===== src/rtl/spi3w_pkg.sv =====
package spi3w_pkg;
  typedef enum logic [2:0] {
    PH_ADDR = 3'd0,
    PH_FLAG = 3'd1,
    PH_TURN = 3'd2,
    PH_DATA = 3'd3,
    PH_DONE = 3'd4
  } phase_e;
endpackage


===== src/rtl/spi3w_frame_ctl.sv =====
module spi3w_frame_ctl
  import spi3w_pkg::*;
#(
  parameter int ADDR_W = 12,
  parameter int DATA_W = 32,
  parameter int TA_CYC = 3,
  parameter int CNT_W  = 6
) (
  input  logic              sclk,
  input  logic              frame_rst,
  input  logic              sdio_i,
  output logic [CNT_W-1:0]  bit_cnt,
  output logic [ADDR_W-1:0] addr,
  output logic              rd_flag,
  output logic              rd_load,
  output logic              wr_en,
  output logic [DATA_W-1:0] wr_data
);
  localparam int FLAG_POS  = ADDR_W;
  localparam int DSTART    = ADDR_W + 1 + TA_CYC;
  localparam int FRAME_LEN = DSTART + DATA_W;

  phase_e            phase;
  logic [DATA_W-2:0] dsh;

  // Phase decode from the bit position
  always_comb begin
    if (bit_cnt < CNT_W'(FLAG_POS))        phase = PH_ADDR;
    else if (bit_cnt == CNT_W'(FLAG_POS))  phase = PH_FLAG;
    else if (bit_cnt < CNT_W'(DSTART))     phase = PH_TURN;
    else if (bit_cnt < CNT_W'(FRAME_LEN))  phase = PH_DATA;
    else                                   phase = PH_DONE;
  end

  always_ff @(posedge sclk or posedge frame_rst) begin
    if (frame_rst) begin
      bit_cnt <= '0;
      addr    <= '0;
      rd_flag <= 1'b0;
      dsh     <= '0;
    end else begin
      if (phase != PH_DONE) bit_cnt <= bit_cnt + 1'b1;
      case (phase)
        PH_ADDR: addr    <= {addr[ADDR_W-2:0], sdio_i};
        PH_FLAG: rd_flag <= sdio_i;
        PH_DATA: if (!rd_flag) dsh <= {dsh[DATA_W-3:0], sdio_i};
        default: ;
      endcase
    end
  end

  assign rd_load = (phase == PH_FLAG);
  assign wr_en   = (phase == PH_DATA) && (bit_cnt == CNT_W'(FRAME_LEN - 1)) && !rd_flag;
  assign wr_data = {dsh, sdio_i};
endmodule


===== src/rtl/spi3w_regfile.sv =====
module spi3w_regfile #(
  parameter int ADDR_W   = 12,
  parameter int DATA_W   = 32,
  parameter int NUM_REGS = 8
) (
  input  logic              clk,
  input  logic              rst_n,
  input  logic              wr_en,
  input  logic [ADDR_W-1:0] wr_addr,
  input  logic [DATA_W-1:0] wr_data,
  input  logic [ADDR_W-1:0] rd_addr_a,
  output logic [DATA_W-1:0] rd_data_a,
  input  logic [ADDR_W-1:0] rd_addr_b,
  output logic [DATA_W-1:0] rd_data_b
);
  logic [DATA_W-1:0] regs [NUM_REGS];

  for (genvar gi = 0; gi < NUM_REGS; gi++) begin : g_reg
    always_ff @(posedge clk or negedge rst_n) begin
      if (!rst_n)                                      regs[gi] <= '0;
      else if (wr_en && wr_addr == ADDR_W'(gi))        regs[gi] <= wr_data;
    end
  end

  // Full-width compare: addresses outside the bank read as zero
  always_comb begin
    rd_data_a = '0;
    rd_data_b = '0;
    for (int i = 0; i < NUM_REGS; i++) begin
      if (rd_addr_a == ADDR_W'(i)) rd_data_a = regs[i];
      if (rd_addr_b == ADDR_W'(i)) rd_data_b = regs[i];
    end
  end
endmodule


===== src/rtl/spi3w_tx.sv =====
module spi3w_tx #(
  parameter int DATA_W = 32,
  parameter int CNT_W  = 6,
  parameter int DSTART = 16
) (
  input  logic              sclk,
  input  logic              frame_rst,
  input  logic              rd_load,
  input  logic [DATA_W-1:0] load_word,
  input  logic              rd_flag,
  input  logic [CNT_W-1:0]  bit_cnt,
  output logic              sdio_o,
  output logic              sdio_oe
);
  localparam int LAST  = DSTART + DATA_W - 1;
  localparam int IDX_W = $clog2(DATA_W);

  logic [DATA_W-1:0] word;
  logic              in_win;
  logic [IDX_W-1:0]  idx;

  always_ff @(posedge sclk or posedge frame_rst) begin
    if (frame_rst)    word <= '0;
    else if (rd_load) word <= load_word;
  end

  assign in_win = rd_flag && (bit_cnt >= CNT_W'(DSTART)) && (bit_cnt <= CNT_W'(LAST));
  assign idx    = IDX_W'(CNT_W'(LAST) - bit_cnt);

  // Launch on the falling edge so the host samples on the next rising edge
  always_ff @(negedge sclk or posedge frame_rst) begin
    if (frame_rst) begin
      sdio_oe <= 1'b0;
      sdio_o  <= 1'b0;
    end else if (in_win) begin
      sdio_oe <= 1'b1;
      sdio_o  <= word[idx];
    end else begin
      sdio_oe <= 1'b0;
      sdio_o  <= 1'b0;
    end
  end
endmodule


===== src/rtl/spi3w_regbank.sv =====
module spi3w_regbank #(
  parameter int ADDR_W   = 12,
  parameter int DATA_W   = 32,
  parameter int TA_CYC   = 3,
  parameter int NUM_REGS = 8
) (
  input  logic              rst_n,
  input  logic              cs_n,
  input  logic              sclk,
  input  logic              sdio_i,
  output logic              sdio_o,
  output logic              sdio_oe,
  input  logic [ADDR_W-1:0] reg_sel,
  output logic [DATA_W-1:0] reg_val
);
  localparam int DSTART    = ADDR_W + 1 + TA_CYC;
  localparam int FRAME_LEN = DSTART + DATA_W;
  localparam int CNT_W     = $clog2(FRAME_LEN + 1);

  logic              frame_rst;
  logic [CNT_W-1:0]  bit_cnt;
  logic [ADDR_W-1:0] addr;
  logic              rd_flag;
  logic              rd_load;
  logic              wr_en;
  logic [DATA_W-1:0] wr_data;
  logic [DATA_W-1:0] rd_word;

  assign frame_rst = cs_n | ~rst_n;

  spi3w_frame_ctl #(
    .ADDR_W(ADDR_W), .DATA_W(DATA_W), .TA_CYC(TA_CYC), .CNT_W(CNT_W)
  ) u_ctl (
    .sclk(sclk), .frame_rst(frame_rst), .sdio_i(sdio_i),
    .bit_cnt(bit_cnt), .addr(addr), .rd_flag(rd_flag),
    .rd_load(rd_load), .wr_en(wr_en), .wr_data(wr_data)
  );

  spi3w_regfile #(
    .ADDR_W(ADDR_W), .DATA_W(DATA_W), .NUM_REGS(NUM_REGS)
  ) u_rf (
    .clk(sclk), .rst_n(rst_n),
    .wr_en(wr_en), .wr_addr(addr), .wr_data(wr_data),
    .rd_addr_a(addr), .rd_data_a(rd_word),
    .rd_addr_b(reg_sel), .rd_data_b(reg_val)
  );

  spi3w_tx #(
    .DATA_W(DATA_W), .CNT_W(CNT_W), .DSTART(DSTART)
  ) u_tx (
    .sclk(sclk), .frame_rst(frame_rst), .rd_load(rd_load),
    .load_word(rd_word), .rd_flag(rd_flag), .bit_cnt(bit_cnt),
    .sdio_o(sdio_o), .sdio_oe(sdio_oe)
  );
endmodule


===== config.mk =====
export PLATFORM = sky130hd
export DESIGN_NAME = spi3w_regbank
export DESIGN_NICKNAME = d
export VERILOG_FILES = /design/src/rtl/spi3w_pkg.sv /design/src/rtl/spi3w_frame_ctl.sv /design/src/rtl/spi3w_regfile.sv /design/src/rtl/spi3w_tx.sv /design/src/rtl/spi3w_regbank.sv
export SDC_FILE = /design/constraint.sdc
export NUM_CORES = 1
export LEC_CHECK = 0
export BUFFER_PORTS_ARGS = -buffer_cell sky130_fd_sc_hd__buf_2
export CAP_MARGIN = 20
export CORE_MARGIN = 2
export CORE_UTILIZATION = 50
export DETAILED_ROUTE_END_ITERATION = 6
export PLACE_DENSITY_LB_ADDON = 0.1
export SLEW_MARGIN = 15
export SYNTH_ARGS = -nofsm -noshare
export SYNTH_HDL_FRONTEND = slang
export SYNTH_SLANG_ARGS = --single-unit

===== constraint.sdc =====
create_clock -name sclk -period 17.05 [get_ports sclk]
set_clock_uncertainty 0.1 [all_clocks]
set_input_delay 1.705 -clock sclk [delete_from_list [all_inputs] [get_ports sclk]]
set_output_delay 1.705 -clock sclk [all_outputs]
set_load 0.03 [all_outputs]

==> run summary, run 1 <==
Leaving out filler cells and counting taps, the final layout contains 1760. Most instantiated flip-flop cell in the synthesis netlist: sky130_fd_sc_hd__dfrtp_1. The leakage power is 9.04 nW, and the number of sinks on the clock net is 340.

The total via count in the routed design is 11000, and the number of synthesized register bits is 340. For this block, the initial DRC count from the detailed router was 815. The share of flip-flops with an asynchronous set or reset was 1.00.

The tools report the proportion of synthesized chip area in sequential cells as 0.491. The completed layout was analyzed and its total power is 1.85 mW. The vertical die dimension came out at 190 microns. The type of the tightest min-delay check is reg -> reg. Traced cell by cell, the critical path runs through buf_2. Data on the critical path is required at its endpoint by 15.24 ns. The fraction of layout cells with a size suffix above 1 was 0.433. The maximum fanout encountered on the critical timing path is 1, and the net total in the final layout is 1300.

The area growth from synthesis to final layout came out at 10.8%. The number of endpoints failing setup at the final stage is 0, and the effective utilization at floorplan is 0.504. In this run the number of H-tree levels came out at 2. For the final critical-path setup slack, the log shows 5.62 ns. Entering global routing, the biggest net connects 75 pins.

The number of clock buffers added by TritonCTS is 38. The worst slew margin relative to its limit came out at 0.223. 0 antenna diodes ended up in the layout. Worst setup path category: reg -> out. The run gives 36200 sq um as the full die area.

Of all cell types, the one taking the most synthesized area is sky130_fd_sc_hd__dfrtp_1. The mean area per synthesized cell is 13.5 sq um, and the via count of the first global-routing pass is 11200. In this run, synthesis inferred 0 flip-flops with an integrated enable. The global-route usage over all layers came out at 0.261. After synthesis, the netlist uses 47 different library cells. The cell type group with the largest total delay on the critical path was flip-flops. The max-capacitance violation count was 0.

In this run, placement finished with an instance count of 1692. Final weighted congestion of routability-driven global placement: 0.802. The total global routing overflow was 0. The root buffer cell chosen for the clock tree is sky130_fd_sc_hd__clkbuf_16.

Detailed placement finished with a half-perimeter wire length of 26.0 mm. The sequential power share is 0.480. Sorting the synthesized cells by area gives the leading types as sky130_fd_sc_hd__dfrtp_1, sky130_fd_sc_hd__mux2_2, sky130_fd_sc_hd__mux4_2.

The clock-pin slew on the worst setup and hold paths came out at 0.06 ns. Setup slack on the worst reg-to-reg path comes out at 6.28 ns. The tools report the number of rows in the core area as 68. TritonCTS built the clock tree. At the pin with the least slew margin, the transition time is 1.16 ns. The first-pass GRT wire length is 70.3 mm, and the core area is 34400 sq um.

The switching part of the total works out to 0.239. The combined buffer and inverter count along the critical path was 1; the part of the total power dissipated in the clock network was 0.473. For the net count after synthesis, the log shows 1304.

The sum of negative setup slack was 0 ns; the number of buffer cells added on primary ports was 49. The fraction of power consumed by combinational cells was 0.047; the peak per-stage delay on the critical path was 0.38 ns. The highest ir drop seen on vdd came out at 66.0 uV.

The logs give 7 for the number of search-and-repair iterations in the first detailed-routing pass and 0 for the final routed DRC violation total. In this run the remaining antenna-violating nets after routing total 0. Total number of yosys warnings: 0. The initial antenna violation count is 1, and the total I/O pin count is 50. Total setup buffers inserted after CTS: 0. Gates resized during post-CTS repair numbered 0. The die is 190 microns wide. For this design the total switching power over the nets is 0.441 mW.

The endpoint kind of the worst setup timing path is a primary output. The tools report the post-synthesis instance total as 1281. The areal power density over the cells came out at 96.0 nW/um^2. The run gives 0 as the max-slew violation total from the final report.

The cell-internal power is 1.40 mW, and the count of final hold-check violations is 0. Slowest cell on the critical path: sky130_fd_sc_hd__dfrtn_1. The worst endpoint data arrival time came out at 9.63 ns. The flow ran to the end, and the final reports show no timing, DRC or antenna violations. The type of element launching the critical path was a flop.

The combined area of all synthesized cells was 17300 sq um; the detail-routed via count per cell was 6.25. The tightest hold margin came out at 0.379 ns. Share of the synthesized area in the top cell type: 0.488.

Buffers inserted to repair hold after CTS numbered 0. The logs give 3 for the maximum clock path buffer count and 0.53 ns for the clock latency of the later-clocked register in the worst-skew pair. The average routed wire per standard cell was 25.9 microns.

Setup repair after global routing left no endpoint under its margin. The run gives 45.6 mm as the total wire length after detailed routing. At the placement stage, the worst setup path has a slack of 5.67 ns.
-- path summary, 6_finish.rpt --
path                                               from                         to  depth (start not counted)
min reg2reg                   u_tx.word[12]$_DFFE_PP0N_  u_tx.word[12]$_DFFE_PP0N_                          2
max reg2reg                u_ctl.bit_cnt[4]$_DFFE_PP0P_      u_tx.sdio_o$_DFF_NP0_                          5
min                           u_tx.word[12]$_DFFE_PP0N_  u_tx.word[12]$_DFFE_PP0N_                          2
max in group asynchronous                         rst_n      u_tx.sdio_o$_DFF_NP0_                          3
min in group asynchronous                         rst_n  u_rf.regs[92]$_DFFE_PN0P_                          1
max                              u_tx.sdio_oe$_DFF_NP0_                    sdio_oe                          1
-- cell usage after synthesis (2+ instances only) --
master and n:
sky130_fd_sc_hd__mux2_1 7, sky130_fd_sc_hd__clkbuf_1 52, sky130_fd_sc_hd__xnor2_1 5, sky130_fd_sc_hd__or3_1 3, sky130_fd_sc_hd__mux2i_1 70, sky130_fd_sc_hd__and2_1 15
sky130_fd_sc_hd__buf_2 13, sky130_fd_sc_hd__dfrtn_1 2, sky130_fd_sc_hd__inv_1 5, sky130_fd_sc_hd__nor2_1 10, sky130_fd_sc_hd__o21ai_0 83, sky130_fd_sc_hd__a22o_1 8
sky130_fd_sc_hd__a32oi_1 6, sky130_fd_sc_hd__nor4_4 3, sky130_fd_sc_hd__nor3_1 4, sky130_fd_sc_hd__nor2b_1 15, sky130_fd_sc_hd__mux2_2 305, sky130_fd_sc_hd__buf_6 13
sky130_fd_sc_hd__nand2_1 57, sky130_fd_sc_hd__mux2_4 10, sky130_fd_sc_hd__mux4_2 80, sky130_fd_sc_hd__ha_1 7, sky130_fd_sc_hd__buf_1 48, sky130_fd_sc_hd__o221ai_1 23
sky130_fd_sc_hd__a21o_1 14, sky130_fd_sc_hd__nor4b_4 2, sky130_fd_sc_hd__dfrtp_1 338, sky130_fd_sc_hd__a21oi_1 46, sky130_fd_sc_hd__nand2b_1 3, sky130_fd_sc_hd__nand4_1 4
sky130_fd_sc_hd__or2_2 8, sky130_fd_sc_hd__nand3_1 5, sky130_fd_sc_hd__or4_1 3
-- registers in the layout, summed over array words and instances (netlist names) --
register and cells:
u_rf.regs 256, u_ctl.addr 12, u_tx.sdio_o 1, u_ctl.rd_flag 1, u_tx.word 32, u_tx.sdio_oe 1, u_ctl.dsh 31, u_ctl.bit_cnt 6
-- cells in the final DEF (no fill, tap or decap), types with 3 or more instances in the layout --
cell type                   instances
sky130_fd_sc_hd__a22o_1             8
sky130_fd_sc_hd__nand3_1            5
sky130_fd_sc_hd__o21ai_0           83
sky130_fd_sc_hd__a21oi_1           46
sky130_fd_sc_hd__clkbuf_16         41
sky130_fd_sc_hd__buf_2             47
sky130_fd_sc_hd__or4_1              3
sky130_fd_sc_hd__inv_1              5
sky130_fd_sc_hd__clkbuf_8           7
sky130_fd_sc_hd__or3_1              3
sky130_fd_sc_hd__buf_4             34
sky130_fd_sc_hd__nor2b_1           13
sky130_fd_sc_hd__mux2_1             7
sky130_fd_sc_hd__nand2_1           57
sky130_fd_sc_hd__nand4_1            4
sky130_fd_sc_hd__and2_1            15
sky130_fd_sc_hd__mux4_2            80
sky130_fd_sc_hd__a21o_1            14
sky130_fd_sc_hd__dfrtp_1          335
sky130_fd_sc_hd__mux2_2           305
sky130_fd_sc_hd__xnor2_1            5
sky130_fd_sc_hd__nor4_4             4
sky130_fd_sc_hd__clkbuf_1           3
sky130_fd_sc_hd__o221ai_1          23
sky130_fd_sc_hd__nor3_1             4
sky130_fd_sc_hd__mux2_4            10
sky130_fd_sc_hd__or2_2              8
sky130_fd_sc_hd__ha_1               7
sky130_fd_sc_hd__bufinv_16          5
sky130_fd_sc_hd__nor2_1             9
sky130_fd_sc_hd__a32oi_1            6
sky130_fd_sc_hd__mux2i_1           70
sky130_fd_sc_hd__clkinv_2          12
-- through the flow --
step	area, sq um	utilization
6_report	19200	0.559
5_1_grt	19200	0.559
4_1_cts	19200	0.559
3_5_place_dp	17900	0.520
3_3_place_gp	17900	0.519
2_1_floorplan	17300	-
-- power by group through the flow --
stage / Clock [mW] / Sequential [mW] / Combinational [mW]
floorplan: 0 / 0.847 / 0.0931
global placement: 0 / 0.900 / 0.0870
detailed placement: 0 / 0.900 / 0.0882
CTS: 0.890 / 0.885 / 0.0884
global route: 0.923 / 0.893 / 0.0940
finish: 0.873 / 0.886 / 0.0867
-- area by class of cell --
class | count | area, sq um
Tap cell | 455 | 569
Inverter | 5 | 18.8
Sequential cell | 340 | 8520
Multi-Input combinational cell | 809 | 8240
Clock buffer | 51 | 1130
Timing Repair Buffer | 83 | 520
Fill cell | 2855 | 15200
Clock inverter | 17 | 210
-- layer usage --
layer,up-vias,routed length (microns),track usage
met3,74,2550,0.0463
met1,5873,21100,0.387
met4,0,1050,0.0701
li1,4749,-,-
met2,307,20900,0.396
met5,-,0,0
-- cell families (layout without fill, tap and decap cells) --
| logic type | Yosys count | in the layout | share of synthesized area |
|---|---|---|---|
| flip-flops | 340 | 340 | 0.491 |
| adder cells (fa/ha/maj) | 7 | 7 | 0.00505 |
| XOR/XNOR | 5 | 5 | 0.00253 |
| buffers and inverters | 132 | 156 | 0.0354 |
| AND/OR/NAND/NOR | 139 | 139 | 0.0458 |
| AO/OA/AOI/OAI | 186 | 186 | 0.0647 |
| multiplexers | 472 | 472 | 0.356 |
No activity file was read; power rests on OpenSTA's default activity.
==> inputs of run 2 (changes only) <==
Clock period 17.05 ns to 9.42 ns, I/O delays scaled along.
==> run 2 against run 1 <==
  * Via count is 0.88% lower
  * Worst setup slack worse by 3.1 ns
  * First-iteration DRC count is 2.0% lower
  * Register-to-register slack worse by 3.7 ns
  * Combinational power is 79% higher
  * Sequential power is 81% higher
  * Routed wire length is 0.18% higher
  * Hold slack worse by 0.065 ns
  * Sequential share of layout area is 0.084 points higher
  * Critical endpoint unchanged
  * Largest cell class unchanged
==> run summary, run 2 (synthesis results as in run 1) <==
STA puts the critical path data required time at 8.38 ns. The H-tree depth is 2, and the maximum clock path buffer count is 3. The global-route usage over all layers was 0.261; the maximum fanout encountered on the critical timing path was 1.

The run gives 0.53 ns as the clock latency of the later-clocked register in the worst-skew pair. Buffers placed on the I/O ports in this run total 49. The run gives 11300 as the via count of the first global-routing pass. 50 I/O pins were placed. The first routing iteration left 799 violations. For the pin with the worst max-slew slack, the measured transition is 1.12 ns. The pre-antenna-repair detailed-routing pass consisted of 5 iterations. After detailed routing, the number of remaining DRC violations is 0. VDD sags by at most 124 uV. The die covers 36200 sq um. The register with the most flip-flops in the layout has 256 of them. The total half-perimeter wirelength after legalization and detailed placement came out at 26.2 mm. Setup violations remaining at the end of the flow were counted as 0.

The floorplan step set the die width to 190 microns. In this run, CTS created clock tree buffers numbering 39. The routed layout has 10900 vias. The clock-pin slew on the worst setup and hold paths was 0.06 ns.

Once layout is done, the placed cells without fillers occupy 19200 sq um. After detailed placement, the total cell area comes to 17800 sq um. After the last flow step, the layout net total stands at 1300.

The max-capacitance violation count is 0. The kind of cell with the highest combined delay along the critical path is flip-flops. The type of the tightest min-delay check is in -> async. Dividing total power by cell area gives a power density of 171 nW/um^2.

Compared with the post-synthesis result, the final layout area differs by 10.6%. The number of sinks on the clock net was 340; the effective utilization at floorplan was 0.504. Setup repair after global routing left no endpoint under its margin. The initial antenna violation count was 1. The type of element launching the critical path was a flop.

Data arrives at the worst endpoint at 5.87 ns. In this design, the stage delay of the slowest critical-path cell is 0.42 ns. The congestion estimate from routability-driven global placement came to 0.811. The tools report the endpoint kind of the worst setup timing path as a primary output. The slowest cell on the critical path is sky130_fd_sc_hd__dfrtn_1. The total setup buffers inserted after CTS came out at 0. Leaving out fill and tap cells, the most frequent cell in the layout is sky130_fd_sc_hd__dfrtp_1.

For this design, the CTS-stage hold fixing added 0 buffers. After global routing the overflow that remains totals 0. The detail route stage leaves a number of antenna-violating nets equal to 0. The run finished with clean final reports. In this run the static leakage power is 9.01 nW.

The combined buffer and inverter count along the critical path came out at 1. The register ranked first by flip-flop count was u_rf.regs. Wires add up to 45.7 mm. After detailed routing, the average wire length per cell comes to 25.9 microns.

The run gives 0 as the number of resized instances in the post-cts repair step. The fraction of layout cells with a size suffix above 1 works out to 0.428. The top cell types in the final layout, fill and taps aside, are sky130_fd_sc_hd__dfrtp_1, sky130_fd_sc_hd__mux2_2, sky130_fd_sc_hd__o21ai_0. The run gives 0 as the number of antenna diodes. The worst setup path is of the reg -> out kind. The worst slew margin relative to its limit was 0.252. The largest registers in the layout are u_rf.regs: 256 flops, u_tx.word: 32 flops, u_ctl.dsh: 31 flops. TritonCTS built the clock tree. The max-slew violation total from the final report was 0. Vertical die dimension: 190 microns. CTS placed an instance of sky130_fd_sc_hd__clkbuf_16 at the clock tree root.

The first global-routing pass estimated 70.7 mm of wire. The detail-routed via count per cell was 6.19. For the final routed database, the setup TNS stands at 0 ns. After floorplanning, the core was sized to cover 34400 sq um.

Entering global routing, the biggest net connects 82 pins. Row generation in the floorplan step produced 68 rows. The signal on the critical path passes through buf_2. Count of final hold-check violations: 0.
run 2: final timing paths:
| path | startpoint | to | slack [ns] | cells past startpoint |
|---|---|---|---|---|
| setup reg to reg | u_ctl.bit_cnt[0]$_DFFE_PP0P_ | u_tx.sdio_o$_DFF_NP0_ | 2.57 | 4 |
| min in group sclk | u_tx.word[18]$_DFFE_PP0N_ | u_tx.word[18]$_DFFE_PP0N_ | 0.38 | 1 |
| max in group asynchronous | rst_n | u_tx.sdio_oe$_DFF_NP0_ | 3.35 | 2 |
| setup / recovery | u_tx.sdio_oe$_DFF_NP0_ | sdio_oe | 2.51 | 1 |
| hold reg to reg | u_tx.word[18]$_DFFE_PP0N_ | u_tx.word[18]$_DFFE_PP0N_ | 0.38 | 1 |
| hold / removal | rst_n | u_rf.regs[152]$_DFFE_PN0P_ | 0.31 | 1 |
run 2: final cells by class:
type                       count  area [sq um]
multi-input combinational    809          8240
sequential                   340          8520
clock buffer                  68          1290
inverter                       5          18.8
timing repair buffer          82           526
fill                        2873         15200
tap                          455           569
clock inverter                 3          15.0
run 2: metrics by stage:
stage / setup WS [ns] / std cells / power (mW) / hold slack [ns] / utilization
detailed placement: 2.55 / 1690 / 1.79 / 0.369 / 0.519
CTS: 2.46 / 1761 / 3.31 / 0.326 / 0.557
floorplan: 0.881 / 1281 / 1.70 / 0.345 / -
global placement: 2.51 / 1690 / 1.78 / 0.355 / 0.519
global route: 2.42 / 1762 / 3.39 / 0.356 / 0.558
finish: 2.51 / 1762 / 3.28 / 0.314 / 0.558
run 2: per-layer routing:
metal  global-route usage  share of wire  vias to the layer above
li1                     -              -                     4751
met1                0.386           0.47                     5817
met2                0.403           0.46                      271
met3               0.0469          0.051                       67
met4               0.0611          0.019                        0
met5                    0              0                        -
run 2: power by group:
| part | leakage, nW | switching, mW | internal [mW] |
|---|---|---|---|
| clock | 0.645 | 0.596 | 0.922 |
| combinational | 3.69 | 0.0910 | 0.0644 |
| sequential | 4.68 | 0.106 | 1.50 |
==> inputs of run 3 (changes only) <==
Settings changed: ABC_AREA set to 1.
Clock period 9.42 ns to 6 ns, I/O delays scaled along.
==> run 3 against run 2 <==
  * Final area down 0.33%
  * Power up 49%
  * Sequential cell count unchanged
  * Cell count up 54%
  * Sequential share of layout area up 0.10 points
  * Synthesized cell count up 76%
  * Clock power up 55%
  * Via count up 45%
  * Synthesized area down 0.29%
  * Non-clock buffer count up 2
  * Hold slack worse by 0.022 ns
  * Global-route usage up 6.6 points
  * Largest cell class unchanged
  * Largest power group is now clock
  * Highest routed layer unchanged
==> run summary, run 3 <==
Total placed cells including tap cells: 2645. The count of buffers added on input and output ports is 49. Global routing finished with a remaining overflow of 0. The detail-routed via count per cell works out to 5.82. During I/O placement, the number of pins put on the boundary was 50. For the leakage power, the log shows 8.81 nW. Sorting the synthesized cells by how often they occur yields sky130_fd_sc_hd__nand2_1, sky130_fd_sc_hd__dfrtp_1, sky130_fd_sc_hd__o21ai_0, sky130_fd_sc_hd__nand3_1, sky130_fd_sc_hd__nor2_1. The logs give 0 for the max-capacitance violation count and 15800 for the total via count in the routed design. The maximum clock path buffer count is 3, and the worst endpoint data arrival time is 2.18 ns. The combined area of all synthesized cells is 17300 sq um. The tools report the sequential power share as 0.479. The run finished with clean final reports.

The non-filler instance count after layout is 2714, and the area growth from synthesis to final layout is 10.6%. The analysis attributes to net switching a power of 1.13 mW. When the netlist entered floorplanning its net count stood at 2274. The mean area per synthesized cell was 7.68 sq um.

The largest registers in the layout are u_rf.regs: 256 flops, u_tx.word: 32 flops, u_ctl.dsh: 31 flops. The worst slew margin relative to its limit was 0.159; the antenna violation net count after detailed routing was 0. For the worst setup path, the data required time is 3.28 ns. TritonCTS built the clock tree. The combined buffer and inverter count along the critical path was 1. Areal power density over the cells: 255 nW/um^2. The run gives 0.504 as the effective utilization at floorplan. Walking the worst path, the cells encountered are clkinv_1, o21ai_0, o22ai_1, o211ai_1, nand3_1, o21ai_0, nor2_1.

The run gives 0.038 as the fraction of power consumed by combinational cells. The tools report the final routed DRC violation total as 0. The library cells used most frequently in the layout, excluding fill and tap cells, are sky130_fd_sc_hd__nand2_1, sky130_fd_sc_hd__dfrtp_1, sky130_fd_sc_hd__o21ai_0.

The number of synthesized register bits is 340, and the final weighted congestion of routability-driven global placement is 0.838. The worst setup path is launched from a flop. The initial antenna violation count came out at 1. The initialized floorplan defines 68 standard-cell rows. Counting stages on the worst path, the most repeated cell is sky130_fd_sc_hd__o21ai_0. Register ranked first by flip-flop count: u_rf.regs. Clock-pin slew was measured on the worst setup and hold paths at 0.06 ns.

The final layout contains 2258 nets. The horizontal die dimension is 190 microns. Clock latency on the worst-skew pair, taken at its later pin, is 0.54 ns. Post-CTS repair changed the size of 0 cells. The peak per-stage delay on the critical path came out at 0.54 ns.

The switching part of the total works out to 0.231. The most instantiated flip-flop cell in the synthesis netlist is sky130_fd_sc_hd__dfrtp_1. The met2 layer usage reported by global route came out at 0.521. The share of flip-flops with an asynchronous set or reset is 1.00.

The cell count after synthesis came out at 2251. The proportion of synthesized chip area in sequential cells is 0.492, and the average routed wire per standard cell is 21.1 microns. The clock drives 340 sinks. Measured along the y axis, the die boundary spans 190 microns. Fraction of layout cells with a size suffix above 1: 0.0978.

The type of the tightest min-delay check is in -> async. VDD sags by at most 264 uV. By area the synthesized netlist is led by sky130_fd_sc_hd__dfrtp_1, sky130_fd_sc_hd__nand2_1, sky130_fd_sc_hd__o21ai_0. The library cell used most frequently in the layout, excluding fill and tap cells, is sky130_fd_sc_hd__nand2_1.

Entering global routing, the biggest net connects 74 pins. In this run, the number of DRC markers left after iteration 0 of detailed routing was 1635. In this run the number of H-tree levels came out at 2. The slowest cell on the critical path was sky130_fd_sc_hd__dfrtp_1. The internal portion of the total power is 3.75 mW.

Setup repair after global routing left no endpoint under its margin. For the number of buffers added by the clock tree synthesis step, the log shows 40. The first-pass GRT wire length was 89.7 mm. The synthesized design spends more area on one cell type than any other, namely sky130_fd_sc_hd__dfrtp_1. The register with the most flip-flops in the layout has 256 of them. The global-route track usage on met1 was 0.432.

Setup violations remaining at the end of the flow were counted as 0. The master cell of the clock root buffer is sky130_fd_sc_hd__clkbuf_16. The repair_antennas step left the layout with diodes totalling 0. The kind of cell with the highest combined delay along the critical path is compound AO/OA/AOI/OAI gates.

During synthesis, Yosys emitted a total of 0 warnings. Worst setup path category: reg -> reg. STA classifies the critical path endpoint as a flop.

The global-route usage over all layers was 0.328; the part of the total power dissipated in the clock network was 0.484. The full die area was 36100 sq um; the via count of the first global-routing pass was 15200. The number of different library cells in the post-synthesis netlist was 44. Wires add up to 57.4 mm. The sum of negative setup slack is 0 ns, and the count of final hold-check violations is 0. Detailed placement ended at an HPWL of 32.4 mm. For the pin with the worst max-slew slack, the measured transition is 1.25 ns. Number of enable flip-flop cells after synthesis: 0.

The most common cell in the synthesized netlist is sky130_fd_sc_hd__nand2_1. Met3 usage in global routing: 0.0579. The share of the synthesized area in the top cell type is 0.489. The most congested layer reported by global routing is met2.

Of all nets on the critical path, the largest fanout is 11. For the max-slew violation total from the final report, the log shows 0. The number of search-and-repair iterations in the first detailed-routing pass was 5. The core area was 34300 sq um.
[run 3: changes by cell type in the layout (fill, tap and decap cells not counted), sizes merged, moves of 70 or more]
cell / delta
mux2: -322
mux2i: -70
mux4: -80
nand4: +94
nand3: +181
nor2: +166
o21ai: +235
nand2: +724
inv: +104
[run 3: logic make-up (layout without fill, tap and decap cells)]
kind of cell,after synthesis,in the layout,share of synthesized area
simple gates,1275,1275,0.320
compound gates,369,369,0.118
flops,340,340,0.492
buf+inv,255,263,0.0619
fa+ha+maj,7,7,0.00507
xor+xnor,5,5,0.00253
[run 3: power by group through the flow]
stage / clock network, mW / logic, mW / registers [mW]
detailed placement: 0 / 0.187 / 2.38
finish: 2.36 / 0.185 / 2.33
floorplan: 0 / 0.0918 / 2.37
global route: 2.49 / 0.209 / 2.34
global placement: 0 / 0.184 / 2.37
CTS: 2.39 / 0.188 / 2.33
[run 3: area by class of cell]
cell class | count | area (sq um)
flip-flops and latches | 340 | 8510
clock buffers | 58 | 1190
clock inverters | 8 | 67.6
multi-input cells | 1656 | 7810
repair buffers | 84 | 541
fillers | 3211 | 15200
inverters | 113 | 425
well taps | 455 | 569
[run 3: what timing repair did]
action,in CTS,in global routing
hold buffers,1,0
endpoints found under the hold margin,60,0
setup buffers,0,0
[run 3: worst paths after layout]
check	startpoint	to	slack (ns)	depth (start not counted)
max	u_ctl.bit_cnt[1]$_DFFE_PP0P_	u_tx.sdio_o$_DFF_NP0_	1.10	7
min	cs_n	u_ctl.addr[8]$_DFFE_PP0N_	0.29	3
max reg2reg	u_ctl.bit_cnt[1]$_DFFE_PP0P_	u_tx.sdio_o$_DFF_NP0_	1.10	7
min reg2reg	u_tx.word[10]$_DFFE_PP0N_	u_tx.word[10]$_DFFE_PP0N_	0.38	2
max in group asynchronous	rst_n	u_tx.sdio_oe$_DFF_NP0_	1.76	4
min in group sclk	u_tx.word[10]$_DFFE_PP0N_	u_tx.word[10]$_DFFE_PP0N_	0.38	2
[run 3: per-stage QoR]
stage	util	instance area [sq um]	power (mW)	setup slack (ns)	hold WS (ns)
floorplan	-	17300	2.46	0.802	0.204
global placement	0.519	17800	2.56	1.17	0.365
detailed placement	0.519	17800	2.56	1.12	0.366
CTS	0.556	19100	4.92	1.10	0.294
global route	0.557	19100	5.03	0.921	0.371
finish	0.557	19100	4.88	1.10	0.292
[run 3: metal layers]
metal,vias to the layer above,share of wire
li1,7366,-
met5,-,0
met2,718,0.45
met4,0,0.053
met1,7505,0.41
met3,206,0.083
[run 3: worst reg2reg max path, delay by kind of cell (launching register included)]
family	cells	cell delay, ns
DFF	1	0.54
AOI/OAI and AO/OA	4	0.60
buffers and inverters	1	0.34
and+or+nand+nor	2	0.16
